--- config.mk ---
export PLATFORM = sky130hd
export DESIGN_NAME = line_code_encoder
export DESIGN_NICKNAME = d
export VERILOG_FILES = /design/src/rtl/lce_pkg.sv /design/src/rtl/lce_ctrl.sv /design/src/rtl/lce_prbs.sv /design/src/rtl/lce_raw_cnt.sv /design/src/rtl/lce_chip_enc.sv /design/src/rtl/line_code_encoder.sv
export SDC_FILE = /design/constraint.sdc
export NUM_CORES = 1
export LEC_CHECK = 0
export BUFFER_PORTS_ARGS = -buffer_cell sky130_fd_sc_hd__buf_2
export CAP_MARGIN = 20
export CORE_ASPECT_RATIO = 1.1
export CORE_MARGIN = 4
export CORE_UTILIZATION = 45
export CTS_BUF_LIST = sky130_fd_sc_hd__clkbuf_4 sky130_fd_sc_hd__clkbuf_8
export CTS_CLUSTER_DIAMETER = 30
export CTS_CLUSTER_SIZE = 12
export DETAILED_ROUTE_END_ITERATION = 8
export PLACE_DENSITY = 0.77
export SYNTH_ARGS = -nofsm -noshare
export SYNTH_HDL_FRONTEND = slang
export SYNTH_SLANG_ARGS = --single-unit
--- constraint.sdc ---
create_clock -name clk -period 2.4 [get_ports clk]
set_input_delay 0.12 -clock clk [delete_from_list [all_inputs] [get_ports clk]]
set_output_delay 0.12 -clock clk [all_outputs]
set_load 0.02 [all_outputs]
--- src/rtl/lce_pkg.sv ---
`timescale 1ns/1ps
package lce_pkg;
    localparam int CODE_W = 3;
    localparam logic [CODE_W-1:0] CODE_MANCH = 3'd0;
    localparam logic [CODE_W-1:0] CODE_DIFF  = 3'd1;
    localparam logic [CODE_W-1:0] CODE_BPS   = 3'd2;
    localparam logic [CODE_W-1:0] CODE_BPM   = 3'd3;
    localparam logic [CODE_W-1:0] CODE_LIMIT = 3'd4;

    typedef enum logic [1:0] {
        ST_IDLE,
        ST_ARMED,
        ST_FIRST,
        ST_SECOND
    } lce_state_t;
endpackage

--- src/rtl/lce_ctrl.sv ---
`timescale 1ns/1ps
module lce_ctrl
    import lce_pkg::*;
(
    input  logic       clk,
    input  logic       rst_n,
    input  logic       tx_en,
    input  logic       bit_clk,
    output lce_state_t state,
    output logic       tel_start,
    output logic       bit_start,
    output logic       mid_bit
);
    logic       tx_q;
    logic       bclk_q;
    logic       bit_fall;
    logic       bit_rise;
    lce_state_t state_nxt;

    assign bit_fall = bclk_q & ~bit_clk;
    assign bit_rise = ~bclk_q & bit_clk;

    // state register
    always_ff @(posedge clk or negedge rst_n) begin
        if (!rst_n) begin
            state  <= ST_IDLE;
            tx_q   <= 1'b0;
            bclk_q <= 1'b1;
        end else begin
            state  <= state_nxt;
            tx_q   <= tx_en;
            bclk_q <= bit_clk;
        end
    end

    // next state
    always_comb begin
        state_nxt = state;
        if (!tx_en) begin
            state_nxt = ST_IDLE;
        end else begin
            unique case (state)
                ST_IDLE:   if (tel_start) state_nxt = ST_ARMED;
                ST_ARMED:  if (bit_fall)  state_nxt = ST_FIRST;
                ST_FIRST:  if (bit_rise)  state_nxt = ST_SECOND;
                ST_SECOND: if (bit_fall)  state_nxt = ST_FIRST;
            endcase
        end
    end

    // strobes
    always_comb begin
        tel_start = tx_en & ~tx_q & (state == ST_IDLE);
        bit_start = tx_en & bit_fall & ((state == ST_ARMED) | (state == ST_SECOND));
        mid_bit   = tx_en & bit_rise & (state == ST_FIRST);
    end
endmodule

--- src/rtl/lce_prbs.sv ---
`timescale 1ns/1ps
module lce_prbs #(
    parameter int W   = 9,
    parameter int TAP = 5
) (
    input  logic         clk,
    input  logic         rst_n,
    input  logic         load,
    input  logic         step,
    input  logic [W-1:0] seed,
    output logic         bit_o
);
    logic [W-1:0] sr;

    assign bit_o = sr[W-1];

    always_ff @(posedge clk or negedge rst_n) begin
        if (!rst_n) begin
            sr <= '1;
        end else if (load) begin
            sr <= (seed == '0) ? '1 : seed;
        end else if (step) begin
            sr <= {sr[W-2:0], sr[W-1] ^ sr[TAP-1]};
        end
    end
endmodule

--- src/rtl/lce_raw_cnt.sv ---
`timescale 1ns/1ps
module lce_raw_cnt #(
    parameter int W = 8
) (
    input  logic         clk,
    input  logic         rst_n,
    input  logic         load,
    input  logic         step,
    input  logic [W-1:0] init,
    output logic         active
);
    logic [W-1:0] cnt;

    assign active = (cnt != '0);

    always_ff @(posedge clk or negedge rst_n) begin
        if (!rst_n) begin
            cnt <= '0;
        end else if (load) begin
            cnt <= init;
        end else if (step && active) begin
            cnt <= cnt - 1'b1;
        end
    end
endmodule

--- src/rtl/lce_chip_enc.sv ---
`timescale 1ns/1ps
module lce_chip_enc
    import lce_pkg::*;
(
    input  logic [CODE_W-1:0] code,
    input  logic              raw,
    input  logic              at_mid,
    input  logic              data,
    input  logic              lvl,
    output logic              nxt
);
    always_comb begin
        nxt = data;
        if (!raw) begin
            unique case (code)
                CODE_MANCH: nxt = at_mid ? ~data : data;
                CODE_DIFF:  nxt = at_mid ? ~lvl : (lvl ^ ~data);
                CODE_BPS:   nxt = at_mid ? (lvl ^ ~data) : ~lvl;
                CODE_BPM:   nxt = at_mid ? (lvl ^ data) : ~lvl;
                default:    nxt = data;
            endcase
        end
    end
endmodule

--- src/rtl/line_code_encoder.sv ---
`timescale 1ns/1ps
module line_code_encoder
    import lce_pkg::*;
#(
    parameter int CNT_W    = 8,
    parameter int PRBS_W   = 9,
    parameter int PRBS_TAP = 5
) (
    input  logic              clk,
    input  logic              rst_n,
    input  logic              tx_en,
    input  logic              sync_mode,
    input  logic              enc_en,
    input  logic [CODE_W-1:0] code_sel,
    input  logic              invert,
    input  logic [CNT_W-1:0]  raw_bits,
    input  logic              prbs_sel,
    input  logic [PRBS_W-1:0] prbs_seed,
    input  logic              bit_clk,
    input  logic              din,
    output logic              line_out
);
    lce_state_t        state;
    logic              tel_start, bit_start, mid_bit;
    logic              cnt_active, prbs_bit, src_bit, raw_now;
    logic              data_q, raw_q, lvl_q, out_q;
    logic              enc_data, enc_raw, enc_nxt;
    logic [CODE_W-1:0] cfg_code;
    logic              cfg_inv, cfg_enc, cfg_prbs;

    lce_ctrl u_ctrl (
        .clk       (clk),
        .rst_n     (rst_n),
        .tx_en     (tx_en),
        .bit_clk   (bit_clk),
        .state     (state),
        .tel_start (tel_start),
        .bit_start (bit_start),
        .mid_bit   (mid_bit)
    );

    lce_prbs #(.W(PRBS_W), .TAP(PRBS_TAP)) u_prbs (
        .clk   (clk),
        .rst_n (rst_n),
        .load  (tel_start),
        .step  (bit_start & cfg_prbs),
        .seed  (prbs_seed),
        .bit_o (prbs_bit)
    );

    lce_raw_cnt #(.W(CNT_W)) u_cnt (
        .clk    (clk),
        .rst_n  (rst_n),
        .load   (tel_start),
        .step   (bit_start),
        .init   (raw_bits),
        .active (cnt_active)
    );

    // telegram configuration snapshot
    always_ff @(posedge clk or negedge rst_n) begin
        if (!rst_n) begin
            cfg_code <= CODE_MANCH;
            cfg_inv  <= 1'b0;
            cfg_enc  <= 1'b0;
            cfg_prbs <= 1'b0;
        end else if (tel_start) begin
            cfg_code <= code_sel;
            cfg_inv  <= invert;
            cfg_enc  <= enc_en & sync_mode & (code_sel < CODE_LIMIT);
            cfg_prbs <= prbs_sel;
        end
    end

    assign src_bit  = cfg_prbs ? prbs_bit : din;
    assign raw_now  = cnt_active | ~cfg_enc;
    assign enc_data = mid_bit ? data_q : src_bit;
    assign enc_raw  = mid_bit ? raw_q  : raw_now;

    lce_chip_enc u_enc (
        .code   (cfg_code),
        .raw    (enc_raw),
        .at_mid (mid_bit),
        .data   (enc_data),
        .lvl    (lvl_q),
        .nxt    (enc_nxt)
    );

    // per-bit latches and coding level
    always_ff @(posedge clk or negedge rst_n) begin
        if (!rst_n) begin
            data_q <= 1'b0;
            raw_q  <= 1'b1;
            lvl_q  <= 1'b0;
        end else begin
            if (bit_start) begin
                data_q <= src_bit;
                raw_q  <= raw_now;
            end
            if (tel_start) begin
                lvl_q <= 1'b0;
            end else if (bit_start || mid_bit) begin
                lvl_q <= enc_nxt;
            end
        end
    end

    // output process
    always_ff @(posedge clk or negedge rst_n) begin
        if (!rst_n) begin
            out_q <= 1'b0;
        end else if (!tx_en) begin
            out_q <= 1'b0;
        end else if (tel_start) begin
            out_q <= invert;
        end else if (bit_start || mid_bit) begin
            out_q <= enc_nxt ^ cfg_inv;
        end
    end

    assign line_out = out_q;
endmodule

**Word level (Yosys, flattened, before mapping)**

Cells that the tools add are included.

- Logic and storage cells: 83
- Register bits after elaboration: 31
- Bits of input ports: 29
- Output and inout bits: 1

- Magnitude comparators: 1
- Add/subtract/negate cells: 1
- Muxes and demuxes: 24
- Bitwise operators: 23
- Reductions and logical operators: 11
- Equal/unequal tests: 10

Operators with widths:

| operator | number |
|---|---|
| 9-bit two-way mux | 3 |
| 8-bit two-way mux | 2 |
| 1-bit two-way mux | 13 |
| 1-bit AND | 11 |
| 9-bit zero test | 1 |
| 2-bit two-way mux | 4 |
| 8-bit nonzero test | 1 |
| 8-bit by 1-bit subtractor with 8-bit output (second input constant) | 1 |
| 3-bit by 2-bit == test with 1-bit output (second input constant) | 2 |
| 3-bit by 2-bit != test with 1-bit output (second input constant) | 2 |
| 1-bit inverter | 6 |
| 2-bit case mux with 3 select lines | 1 |
| 2-bit nonzero test | 3 |
| 2-bit == test (second input constant) | 2 |
| 1-bit case mux with 4 select lines | 1 |
| 1-bit XOR | 4 |
| 3-bit by 1-bit == test with 1-bit output (second input constant) | 1 |
| 3-bit zero test | 1 |
| 3-bit < comparator (second input constant) | 1 |
| 3-bit by 1-bit != test with 1-bit output (second input constant) | 1 |
| 3-bit != test (second input constant) | 1 |
| 3-bit AND reduction | 1 |
| 2-bit by 1-bit == test with 1-bit output (second input constant) | 1 |
| 2-bit zero test | 1 |
| 4 further kinds | 5 |

**Longest topological paths before layout**

- Depth in word-level cells: 14
- Mapped depth: 8

**Cells and area by module**

Synthesis repeated with hierarchy kept, for this count alone.

- Cells, all modules: 197
- Area, all modules: 1,899.3 um2

By module, submodules not included:

| module | cells each | area each (um2) | instances |
|---|---|---|---|
| lce_prbs | 60 | 601.8 | 1 |
| lce_raw_cnt | 64 | 566.8 | 1 |
| line_code_encoder | 39 | 455.4 | 1 |
| lce_ctrl | 17 | 172.7 | 1 |
| lce_chip_enc | 17 | 102.6 | 1 |

**Worst setup path before layout**

Ideal clock, no wire load.

- Path type: flip-flop to flip-flop
- Start: register u_cnt.cnt[0]
- End: register u_cnt.cnt[7]
- Buffers on the path: 0
- Slack: 0.659 ns
- Arrival: 1.610 ns
- Setup time: 0.131 ns
- Period minus slack after synthesis: 1.741 ns
- Stages on the path, launching flop included: 9
- Cells stage by stage: dfrtp_1 inv_1 ha_1 nor3b_2 a21oi_2 nor4b_4 nand2_1 xor2_1 o21ai_1

- Cells in the longest elaborated chain, start to end: 3

Ends and longest elaborated chain:

| item | line | text |
|---|---|---|
| start, declared | lce_raw_cnt.sv:12 | `logic [W-1:0] cnt;` |
| start signal, assigned | lce_raw_cnt.sv:20 | `cnt <= init;` |
| start signal, assigned | lce_raw_cnt.sv:22 | `cnt <= cnt - 1'b1;` |
| 8-bit by 1-bit subtractor with 8-bit output / 8-bit nonzero test (equally long branches) | lce_raw_cnt.sv:22, lce_raw_cnt.sv:14 |  |
| 8-bit two-way mux / 1-bit logical AND (equally long branches) | lce_raw_cnt.sv:21 | `end else if (step && active) begin` |
| 8-bit two-way mux / 2-bit nonzero test (equally long branches) | n/a |  |

Parallel ways exist; a longest one is shown, timed or not. The select of a mux whose other input is x is not followed.
A chain may end at the register's enable or synchronous reset.

**Worst setup path after layout**

- Start: register u_cnt.cnt[0]
- End: register u_cnt.cnt[5]

The elaborated chain is that of the path after synthesis.

==> results.md <==
* Final setup fails at 0
* Synth area leader: dfrtp_1
* Unique masters post-synth at 47
* Slew HR at 54.7%
* Design area at around 2000 um^2
* Die X at 66.3 um
* Clk pin slew, worst setup/hold paths at 0.07 ns
* Leakage at 0.000841 uW
* Clock share of power at 25.0%
* Worst path buffer plus inverter count at 1
* Peak supply drop at between 0.3 and 0.4 mV
* Worst slew pin tran at 0.679 ns
* P per Cell Area at 774 nW/um^2
* RePlAce Congestion at 0.826
* Post-Syn Instances at 165
* Util after Layout at 55.1%
* RSZ-0062 raised after global routing: false
* Required time at the worst-slack endpoint at 2.60 ns
* Vias in the first global route at 1218
* Io pins at 30
* Placed cell areas at 1890 um^2
* Final WL at about 3.3 mm
* Status: finished clean
* Crit path capture type: flip-flop
* Critical path cell sequence: inv_1 -> ha_1 -> nor3b_2 -> a21oi_2 -> nor4b_4 -> nand2_1 -> xor2_1 -> o21ai_1
* Worst EP arrival at 2.12 ns
* CP max-delay cell: dfrtp_1
* Non-Filler Instances at ~250
* Largest net degree at the start of global routing at 32
* Total GRT Usage at 14.1%
* Fmax at about 520 MHz
* Synth top area share at between 20% and 30%
* Skew final at 0.00883 ns
* Sequential Power Share at 52.7%
* Vias at 1325
* Synthesized area at 1680 um^2
* Synth Flop Type: dfrtp_1
* Dpl cells at 242
* R2R Setup Slk at 0.48 ns
* CTS Buffer Depth at 2
* TNS Setup at 0 ns
* Final Hold Viols at 0
* Period utilisation layout at 79.9%
* Final Max Tran Viols at 0
* First-pass GRT wire length at 5.25 mm
* Total die area at 4780 um^2
* EDFF count, synth at 0
* CP Launch Type: flip-flop
* Antenna violations before repair at 0
* DRC viols at 0
* Starting Density at 46.4%
* Class of the worst hold path: input port to flip-flop
* Internal Power at 1070 uW
* P_sw at 482 uW
* TritonCTS Buffers at 5
* Violation count after the first detailed-route iteration at 39
* Number of synthesized register bits at 31
* Leading cell type in the layout, fill and taps excluded: buf_2
* Postcts setup bufs at 0
* CTS root buf: clkbuf_8
* Seq/Total Area, Yosys at 46.9%
* Max incr delay on CP at 0.42 ns
* Dpl hpwl at 2.43 mm
* Worst-Skew Late Latency at 0.28 ns
* FFs w/ async S/R, synth at 100%
* Layout cells sized above 1 at between 30% and 40%
* Top post-synthesis cells by area: dfrtp_1, dfstp_2, nand2_1
* Switching share of total power at between 30% and 40%
* Routed Antenna Nets at 0
* Fill cells at 348
* Drt pass-1 iters at 4
* Nets at 233
* Mean routed wirelength per cell at roughly 13 um
* Htree depth at 2
* Tmin final at 1.92 ns
* DIE HEIGHT at 72.1 um
* Area Overhead vs Synth at 18.9%
* CTS tree: yes
* Grt total ovfl at 0
* Post-Syn Area per Cell at about 10 um^2
* I/O Buffers at 29
* Setup CP Type: flip-flop to flip-flop
* CP Max Fanout at 6
* Max Cap Viol at 0
* Power share of the combinational group at between 20% and 30%
* Sink Count at 31
* DR vias/cell at approximately 5.2
* Diode count at 0
* Commonest non-fill, non-tap cells in the layout: buf_2, nand2_1, dfrtp_1, o21ai_0, dfstp_2
* Yosys Warn Count at 0
* Row cnt at 23
* Mapped Nets at 196
* Core area at 3630 um^2
* CP top delay family: simple AND/OR/NAND/NOR gates
-- logic make-up (layout without fill, tap and decap cells) --
kind of cell / Yosys count / in the layout / share of synthesized area (%)
multiplexers: 5 / 5 / 3.27
XOR/XNOR: 9 / 9 / 4.69
flip-flops: 31 / 31 / 46.9
AO/OA/AOI/OAI: 49 / 49 / 18.8
AND/OR/NAND/NOR: 59 / 59 / 22.5
buffers and inverters: 10 / 48 / 2.31
adder cells (fa/ha/maj): 2 / 2 / 1.49
-- final timing paths --
| kind | startpoint | to | depth (start not counted) |
|---|---|---|---|
| worst max-delay path | u_cnt.cnt[0]$_DFFE_PN0P_ | u_cnt.cnt[5]$_DFFE_PN0P_ | 8 |
| worst max register to register | u_cnt.cnt[0]$_DFFE_PN0P_ | u_cnt.cnt[5]$_DFFE_PN0P_ | 8 |
| worst min-delay path | raw_bits[2] | u_cnt.cnt[2]$_DFFE_PN0P_ | 3 |
| worst min register to register | u_prbs.sr[5]$_DFFE_PN1P_ | u_prbs.sr[5]$_DFFE_PN1P_ | 2 |
| min in group asynchronous | rst_n | u_ctrl.state[0]$_DFFE_PN0P_ | 2 |
| max in group asynchronous | rst_n | lvl_q$_DFFE_PN0P_ | 2 |
-- synthesized netlist by cell type, types with 3 or more instances --
cell / number
o22ai_1: 8
xnor2_1: 4
o21ai_0: 19
xor2_1: 5
nor2_1: 6
nand2_1: 26
dfrtp_1: 20
mux2_2: 4
nand3b_1: 3
clkbuf_1: 3
inv_1: 6
o21ai_1: 5
dfstp_2: 11
nor3_1: 5
-- power by group through the flow --
stage | logic [uW] | clock network, uW | registers [uW]
floorplan | 256 | 0 | 798
global placement | 332 | 0 | 821
detailed placement | 344 | 0 | 823
CTS | 348 | 400 | 816
global route | 392 | 426 | 837
finish | 345 | 386 | 816
-- layer usage --
| layer | routed length (um) | GRT usage [%] | up-vias |
|---|---|---|---|
| met4 | 24 | 5.42 | 0 |
| li1 | - | - | 680 |
| met1 | 1570 | 18.3 | 625 |
| met3 | 76 | 2.79 | 2 |
| met5 | 0 | 0 | - |
| met2 | 1610 | 23.0 | 18 |
-- flip-flops by register name, indices dropped and copies added, names as in the netlist --
signal,cells
cfg_code,3
cfg_enc,1
cfg_inv,1
cfg_prbs,1
data_q,1
line_out,1
lvl_q,1
raw_q,1
u_cnt.cnt,8
u_ctrl.bclk_q,1
u_ctrl.state,2
u_ctrl.tx_q,1
u_prbs.sr,9
-- final cells by class --
class                           count  area, um^2  share of cell area, %
Sequential cell                    31         790                   39.5
Inverter                            6        22.5                   1.13
Clock inverter                      3        15.0                  0.751
Multi-Input combinational cell    124         853                   42.7
Clock buffer                        5        68.8                   3.44
Tap cell                           50        62.6                   3.13
Timing Repair Buffer               34         188                   9.39
-- repair_timing --
action / 4_1_cts / 5_1_grt
gates resized for setup: 0 / 0
endpoints found under the hold margin: 21 / 0
hold buffers: 2 / 0
endpoints found under the setup margin: 0 / 0
-- worst min-delay path, cell delays in order --
cell and delay [ns]:
buf_2 0.08, nand2_1 0.03, o21ai_0 0.06
-- metrics by stage --
stage          power [uW]  hold WS (ns)  worst slack, ns
2_1_floorplan        1050        -0.176            0.659
6_report             1550        0.0465            0.482
3_5_place_dp         1170         0.200            0.467
5_1_grt              1650        0.0405            0.354
3_3_place_gp         1150         0.198            0.570
4_1_cts              1560        0.0419            0.408
(Power assumes the default switching activity.)
